### src/rtl/tfd_walk_pkg.sv
package tfd_walk_pkg;

    localparam int ADDR_W      = 36;
    localparam int LEN_W       = 12;
    localparam int WORD_W      = 32;
    localparam int DESC_BYTES  = 128;
    localparam int HDR_BYTES   = 4;
    localparam int ENTRY_BYTES = 6;
    localparam int CNT_W       = 5;
    localparam int CNT_LSB     = 24;
    localparam int DESC_BITS   = DESC_BYTES * 8;
    localparam int DESC_WORDS  = DESC_BYTES / 4;

    typedef struct packed {
        logic [ADDR_W-1:0] addr;
        logic [LEN_W-1:0]  len;
    } buf_req_t;

    typedef enum logic [1:0] {
        ST_LOAD,
        ST_DECODE,
        ST_WALK,
        ST_FINISH
    } walk_state_t;

    // Unpack entry i; odd entries start on a 16-bit boundary.
    function automatic buf_req_t entry_at(input logic [DESC_BITS-1:0] img,
                                          input int unsigned idx);
        buf_req_t   r;
        logic [31:0] lo;
        logic [15:0] hi;
        int unsigned base;
        base   = (HDR_BYTES + idx * ENTRY_BYTES) * 8;
        lo     = img[base +: 32];
        hi     = img[base + 32 +: 16];
        r.addr = {hi[3:0], lo};
        r.len  = hi[15:4];
        return r;
    endfunction

endpackage

### src/rtl/tfd_word_store.sv
module tfd_word_store #(
    parameter int WORDS  = 32,
    parameter int WORD_W = 32
) (
    input  logic                    clk,
    input  logic                    rst,
    input  logic                    take,
    input  logic [WORD_W-1:0]       data,
    output logic [WORDS*WORD_W-1:0] image,
    output logic                    last
);
    localparam int CW = $clog2(WORDS);

    logic [CW-1:0] wcnt;

    assign last = take && (wcnt == CW'(WORDS - 1));

    always_ff @(posedge clk) begin
        if (rst) begin
            wcnt <= '0;
        end else if (take) begin
            wcnt <= last ? '0 : wcnt + 1'b1;
        end
    end

    always_ff @(posedge clk) begin
        if (take) begin
            image[wcnt*WORD_W +: WORD_W] <= data;
        end
    end

    a_r2_count_wraps: assert property (@(posedge clk) disable iff (rst)
        last |=> (wcnt == '0));

endmodule

### src/rtl/tfd_pick_first.sv
module tfd_pick_first #(
    parameter int N  = 20,
    parameter int IW = $clog2(N)
) (
    input  logic [N-1:0]  mask,
    output logic [IW-1:0] idx,
    output logic          any
);
    always_comb begin
        idx = '0;
        for (int i = N - 1; i >= 0; i--) begin
            if (mask[i]) idx = IW'(i);
        end
        any = |mask;
    end
endmodule

### src/rtl/tfd_walker.sv
module tfd_walker
    import tfd_walk_pkg::*;
#(
    parameter int MAX_ENTRIES = 20,
    parameter int MAX_BUF     = 4092,
    parameter int MAX_FRAME   = 8192,
    parameter int RING_ALIGN  = 8,
    parameter int SLOT_SHIFT  = 7,
    parameter int IDX_W       = 8
) (
    input  logic                     clk,
    input  logic                     rst,
    input  logic [ADDR_W-RING_ALIGN-1:0] ring_base,
    input  logic [IDX_W-1:0]         ring_idx,
    output logic [ADDR_W-1:0]        desc_addr,
    input  logic                     wd_valid,
    output logic                     wd_ready,
    input  logic [WORD_W-1:0]        wd_data,
    output logic                     rq_valid,
    input  logic                     rq_ready,
    output logic [ADDR_W-1:0]        rq_addr,
    output logic [LEN_W-1:0]         rq_len,
    output logic                     done,
    output logic                     err,
    output logic [$clog2(MAX_ENTRIES*((1<<LEN_W)-1)+1)-1:0] frame_len
);
    localparam int TOT_W = $clog2(MAX_ENTRIES * ((1 << LEN_W) - 1) + 1);
    localparam int EIW   = $clog2(MAX_ENTRIES);

    // Ring slot address
    assign desc_addr = {ring_base, {RING_ALIGN{1'b0}}}
                     + (ADDR_W'(ring_idx) << SLOT_SHIFT);

    walk_state_t              state;
    logic [DESC_BITS-1:0]     image;
    logic                     last_word;
    logic [MAX_ENTRIES-1:0]   pend, pend_clr, live;
    logic [EIW-1:0]           pick_idx;
    logic                     pick_any;
    logic [TOT_W-1:0]         total;
    logic                     big_q, cntbad_q;
    logic [CNT_W-1:0]         cnt;
    logic                     cnt_bad;
    buf_req_t                 ent [MAX_ENTRIES];
    buf_req_t                 cur;

    assign wd_ready = (state == ST_LOAD);

    tfd_word_store #(.WORDS(DESC_WORDS), .WORD_W(WORD_W)) u_store (
        .clk   (clk),
        .rst   (rst),
        .take  (wd_valid && wd_ready),
        .data  (wd_data),
        .image (image),
        .last  (last_word)
    );

    assign cnt     = image[CNT_LSB +: CNT_W];
    assign cnt_bad = cnt > CNT_W'(MAX_ENTRIES);

    for (genvar g = 0; g < MAX_ENTRIES; g++) begin : g_ent
        assign ent[g]  = entry_at(image, g);
        assign live[g] = (CNT_W'(g) < cnt) && (ent[g].len != '0);
    end

    tfd_pick_first #(.N(MAX_ENTRIES), .IW(EIW)) u_pick (
        .mask (pend),
        .idx  (pick_idx),
        .any  (pick_any)
    );

    assign cur = ent[pick_idx];

    always_comb begin
        pend_clr           = pend;
        pend_clr[pick_idx] = 1'b0;
    end

    always_ff @(posedge clk) begin
        if (rst) begin
            state    <= ST_LOAD;
            pend     <= '0;
            total    <= '0;
            big_q    <= 1'b0;
            cntbad_q <= 1'b0;
        end else begin
            case (state)
                ST_LOAD: begin
                    if (last_word) state <= ST_DECODE;
                end
                ST_DECODE: begin
                    total    <= '0;
                    big_q    <= 1'b0;
                    cntbad_q <= cnt_bad;
                    pend     <= cnt_bad ? '0 : live;
                    state    <= (cnt_bad || live == '0) ? ST_FINISH : ST_WALK;
                end
                ST_WALK: begin
                    if (rq_ready && pick_any) begin
                        pend  <= pend_clr;
                        total <= total + TOT_W'(cur.len);
                        if (cur.len > LEN_W'(MAX_BUF)) big_q <= 1'b1;
                        if (pend_clr == '0) state <= ST_FINISH;
                    end
                end
                default: state <= ST_LOAD;
            endcase
        end
    end

    assign rq_valid  = (state == ST_WALK) && pick_any;
    assign rq_addr   = cur.addr;
    assign rq_len    = cur.len;
    assign done      = (state == ST_FINISH);
    assign frame_len = total;
    assign err       = done && (cntbad_q || big_q || total > TOT_W'(MAX_FRAME));

    // a stalled request keeps its payload
    a_r5_hold_payload: assert property (@(posedge clk) disable iff (rst)
        rq_valid && !rq_ready |=> rq_valid && $stable(rq_addr) && $stable(rq_len));

    // no word intake while requests are pending
    a_r11_no_intake_busy: assert property (@(posedge clk) disable iff (rst)
        rq_valid |-> !wd_ready);

    // done is a single-cycle pulse
    a_r8_done_single: assert property (@(posedge clk) disable iff (rst)
        done |=> !done);

    // error is only reported alongside done
    a_r7_err_with_done: assert property (@(posedge clk) disable iff (rst)
        err |-> done);

    // each accepted request adds its length to the total
    a_r8_total_grows: assert property (@(posedge clk) disable iff (rst)
        rq_valid && rq_ready |=>
            frame_len == $past(frame_len) + TOT_W'($past(rq_len)));

    // done never coincides with an outstanding request
    a_r8_done_idle: assert property (@(posedge clk) disable iff (rst)
        done |-> !rq_valid);

endmodule

### config.mk
export PLATFORM = sky130hd
export DESIGN_NAME = tfd_walker
export DESIGN_NICKNAME = d
export VERILOG_FILES = /design/src/rtl/tfd_walk_pkg.sv /design/src/rtl/tfd_word_store.sv /design/src/rtl/tfd_pick_first.sv /design/src/rtl/tfd_walker.sv
export SDC_FILE = /design/constraint.sdc
export NUM_CORES = 2
export LEC_CHECK = 0
export BUFFER_PORTS_ARGS = -buffer_cell sky130_fd_sc_hd__buf_2
export CAP_MARGIN = 20
export CORE_MARGIN = 2
export CORE_UTILIZATION = 23
export CTS_BUF_LIST = sky130_fd_sc_hd__clkbuf_8
export DETAILED_ROUTE_END_ITERATION = 6
export GPL_TIMING_DRIVEN = 0
export REMOVE_ABC_BUFFERS = 1
export SLEW_MARGIN = 30
export SYNTH_ARGS = -nofsm -noshare
export SYNTH_HDL_FRONTEND = slang
export SYNTH_SLANG_ARGS = --single-unit
export TNS_END_PERCENT = 10
### constraint.sdc
create_clock -name clk -period 9.77 [get_ports clk]
set_clock_uncertainty 0.2 [all_clocks]
set_input_delay 0.977 -clock clk [delete_from_list [all_inputs] [get_ports clk]]
set_output_delay 0.977 -clock clk [all_outputs]
set_load 0.02 [all_outputs]
==> run summary <==
H-tree depth: 4
Post-synth EDFFs: 965
post-route ant nets: 0
sequential share of the synthesized area: 63.8%
# nets final: 4452
Setup crit end kind: flip-flop
antenna violations before repair: 14
post-synthesis register bit count: 1011
Storage cell area: 29900 µm²
Total GRT Usage: 17.2%
leak pwr: 16.3 nW
I/O Buffers: 167
CP Data Required Time: 10.37 ns
DP HPWL: 122000 µm
Startpoint Class: flip-flop
die width: 456 µm
DRC violations left: 3
first-pass GRT wire length: 266000 µm
cell mode on critical path: o21ai_0
layout cell share with drive strength beyond 1: 15.2%
io pins: 177
violated checks: DRC
DR pass1 iterations: 7
WHS: 0.211 ns
Final Max Slew Viols: 0
PwrDens: 355 nW/µm²
final hold vios: 0
Row Count: 165
DRT iter0 DRCs: 6323
Yosys Warn Count: 0
syn_area_per_cell: 10.9 µm²
Core ar.: 202000 µm²
Reg clk slew, reported paths: 0.07 ns
Gate Count Post-Synth: 4290
vias per inst: 5.52
Synth cell types: 77
Worst Hold Class: in2reg
Period minus WS final: 6.88 ns
Clock Tree Buf Depth: 3
WL/cell: 25.9 µm
fin crit share: 70.4%
Worst EP arrival: 7.49 ns
Gate power share: 59.3%
Finished Cell Area: 56800 µm²
CP cell instances: nor2_1, nand2_1, or4_4, buf_12, o22a_1, o221ai_1, a32oi_1, nand3_1, nor2b_1, ha_1, inv_1, fa_1, nor2b_1, o21ai_0, a21oi_1, o21ai_0, a21boi_0, o21ai_0, a21oi_1, nor4_2, or4b_2, nand2_1
setup bufs post-CTS: 0
vias in the first global route: 37800
number of max-cap violations: 0
sw frac: 49.0%
Cell Int Power: 10.3 mW
clock power share: 17.0%
total wire length after detailed routing: 185000 µm
Vias: 39500
CTS tree: done
initial core utilization: 23.2%
total CTS buffers: 165
filler instances: 20800
Synth-to-Final Area Change: 21.1%
CTS root buf: clkbuf_8
post-CTS sizing: 0
RSZ-0062 raised after global routing: false
FMAX: 0.145 GHz
Setup-failing EPs final: 0
Clock Latency Late Sink: 0.91 ns
routability cong.: 0.920
Psw: 9.87 mW
CP max-delay cell: or4_4
register share of total power: 23.6%
largest net degree at the start of global routing: 59
Die H: 456 µm
status: complete, but fails checks
Worst Max-Slew Pin Slew: 1.04 ns
area of the multi-input gates: 15600 µm²
aggregate global routing overflow: 0
Worst Setup Path Type: reg2reg
Slew HR: 30.8%
CP Max Fanout: 32
placed cell area: 53800 µm²
worst stage delay on the critical path: 0.72 ns
hold_buf cts: 0
Core Util, Final: 28.1%
asr flop ratio synth: 0%
Worst IR Drop VDD: 0.289 mV
Post-synth top flop: edfxtp_1
DIE AREA: 208000 µm²
Mapped Area: 46900 µm²
CTS sink count: 1011
==> placed cells by master, fill, tap and decap left out, drive strengths merged, types with 9 or more instances in the layout <==
master  count
a21oi     228
a221oi    186
a22oi      19
a31oi      20
a32oi      10
and2       10
buf       363
clkbuf    171
clkinv     58
dfxtp      46
edfxtp    965
ha         28
inv        97
mux2       13
mux2i      11
nand2     539
nand3      51
nand4      16
nor2      289
nor3      874
nor4       80
o21ai      61
o221ai     25
o22ai     100
o31ai       9
or3        36
xnor2      24
xor2        9
==> layer usage <==
layer  GRT usage [%]  vias up  wire (µm)
li1                -    16400          -
met1            22.1    19500      68500
met2            26.6     3034      84000
met3            4.25      548      23000
met4            8.77        6       9720
met5               0        -         31
==> flip-flops by register name, summed over array words and instances, names as in the netlist <==
register       count
big_q              1
cntbad_q           1
frame_len         17
pend              20
state              2
u_store.image    965
u_store.wcnt       5
==> through the flow <==
step | power, mW | cells | setup WS [ns] | TNS, ns
floorplan | 11.7 | 3820 | -10.13 | -568.65
global placement | 14.0 | 6659 | -50.32 | -6570.14
detailed placement | 16.7 | 6855 | 3.11 | 0
CTS | 20.1 | 7148 | 3.07 | 0
global route | 21.0 | 7155 | 2.61 | 0
finish | 20.2 | 7155 | 2.89 | 0
==> path summary, 6_finish.rpt <==
path | startpoint | end | slack, ns | depth (start not counted)
max | pend[1]$_SDFFE_PP0P_ | frame_len[12]$_SDFFE_PP0P_ | 2.89 | 22
min | wd_data[24] | u_store.image[24]$_DFFE_PP_ | 0.21 | 2
max reg2reg | pend[1]$_SDFFE_PP0P_ | frame_len[12]$_SDFFE_PP0P_ | 2.89 | 22
min reg2reg | cntbad_q$_SDFFE_PP0N_ | cntbad_q$_SDFFE_PP0N_ | 0.29 | 2
==> cell type report <==
type                    count  share of cell area (%)
well taps                2672                    5.89
multi-input cells        2771                    27.4
repair buffers            363                    8.62
diodes                      7                  0.0308
clock buffers             171                    4.14
clock inverters           122                    1.02
inverters                  38                   0.251
flip-flops and latches   1011                    52.6
==> power by group through the flow <==
stage | Clock [mW] | Sequential (mW) | Combinational, mW
4_1_cts | 3.45 | 4.76 | 11.9
5_1_grt | 3.64 | 4.76 | 12.6
2_1_floorplan | 0 | 4.83 | 6.86
3_3_place_gp | 0 | 4.85 | 9.17
6_report | 3.44 | 4.77 | 12.0
3_5_place_dp | 0 | 4.85 | 11.8
==> synthesized netlist by cell type, types with 38 or more instances <==
| master | n | area, µm² |
|---|---|---|
| edfxtp_1 | 965 | 29000 |
| nor3_1 | 873 | 4370 |
| nand2_1 | 539 | 2020 |
| clkbuf_1 | 393 | 1480 |
| nor2_1 | 289 | 1080 |
| a21oi_1 | 228 | 1140 |
| a221oi_1 | 186 | 1630 |
| o22ai_1 | 100 | 626 |
| nor4_1 | 77 | 482 |
| o21ai_0 | 57 | 285 |
| nand3_1 | 51 | 255 |
| buf_1 | 50 | 188 |
| dfxtp_1 | 46 | 921 |
| inv_1 | 38 | 143 |
==> critical path, delay by kind of cell, from the launching register on <==
kind                     cells  cell delay [ns]
AO/OA/AOI/OAI                9             1.73
adder cells (fa/ha/maj)      2             0.71
buffers and inverters        2             0.41
flip-flops                   1             0.71
AND/OR/NAND/NOR              9             3.02
==> logic make-up after synthesis <==
group                      synth area share (%)
xor gates and xnor gates                  0.616
DFF                                        63.8
AOI/OAI and AO/OA                          10.7
buffers and inverters                      4.28
and+or+nand+nor                            19.3
other                                   0.00800
muxes                                     0.547
adders and majority gates                 0.854
(Power assumes the default switching activity.)
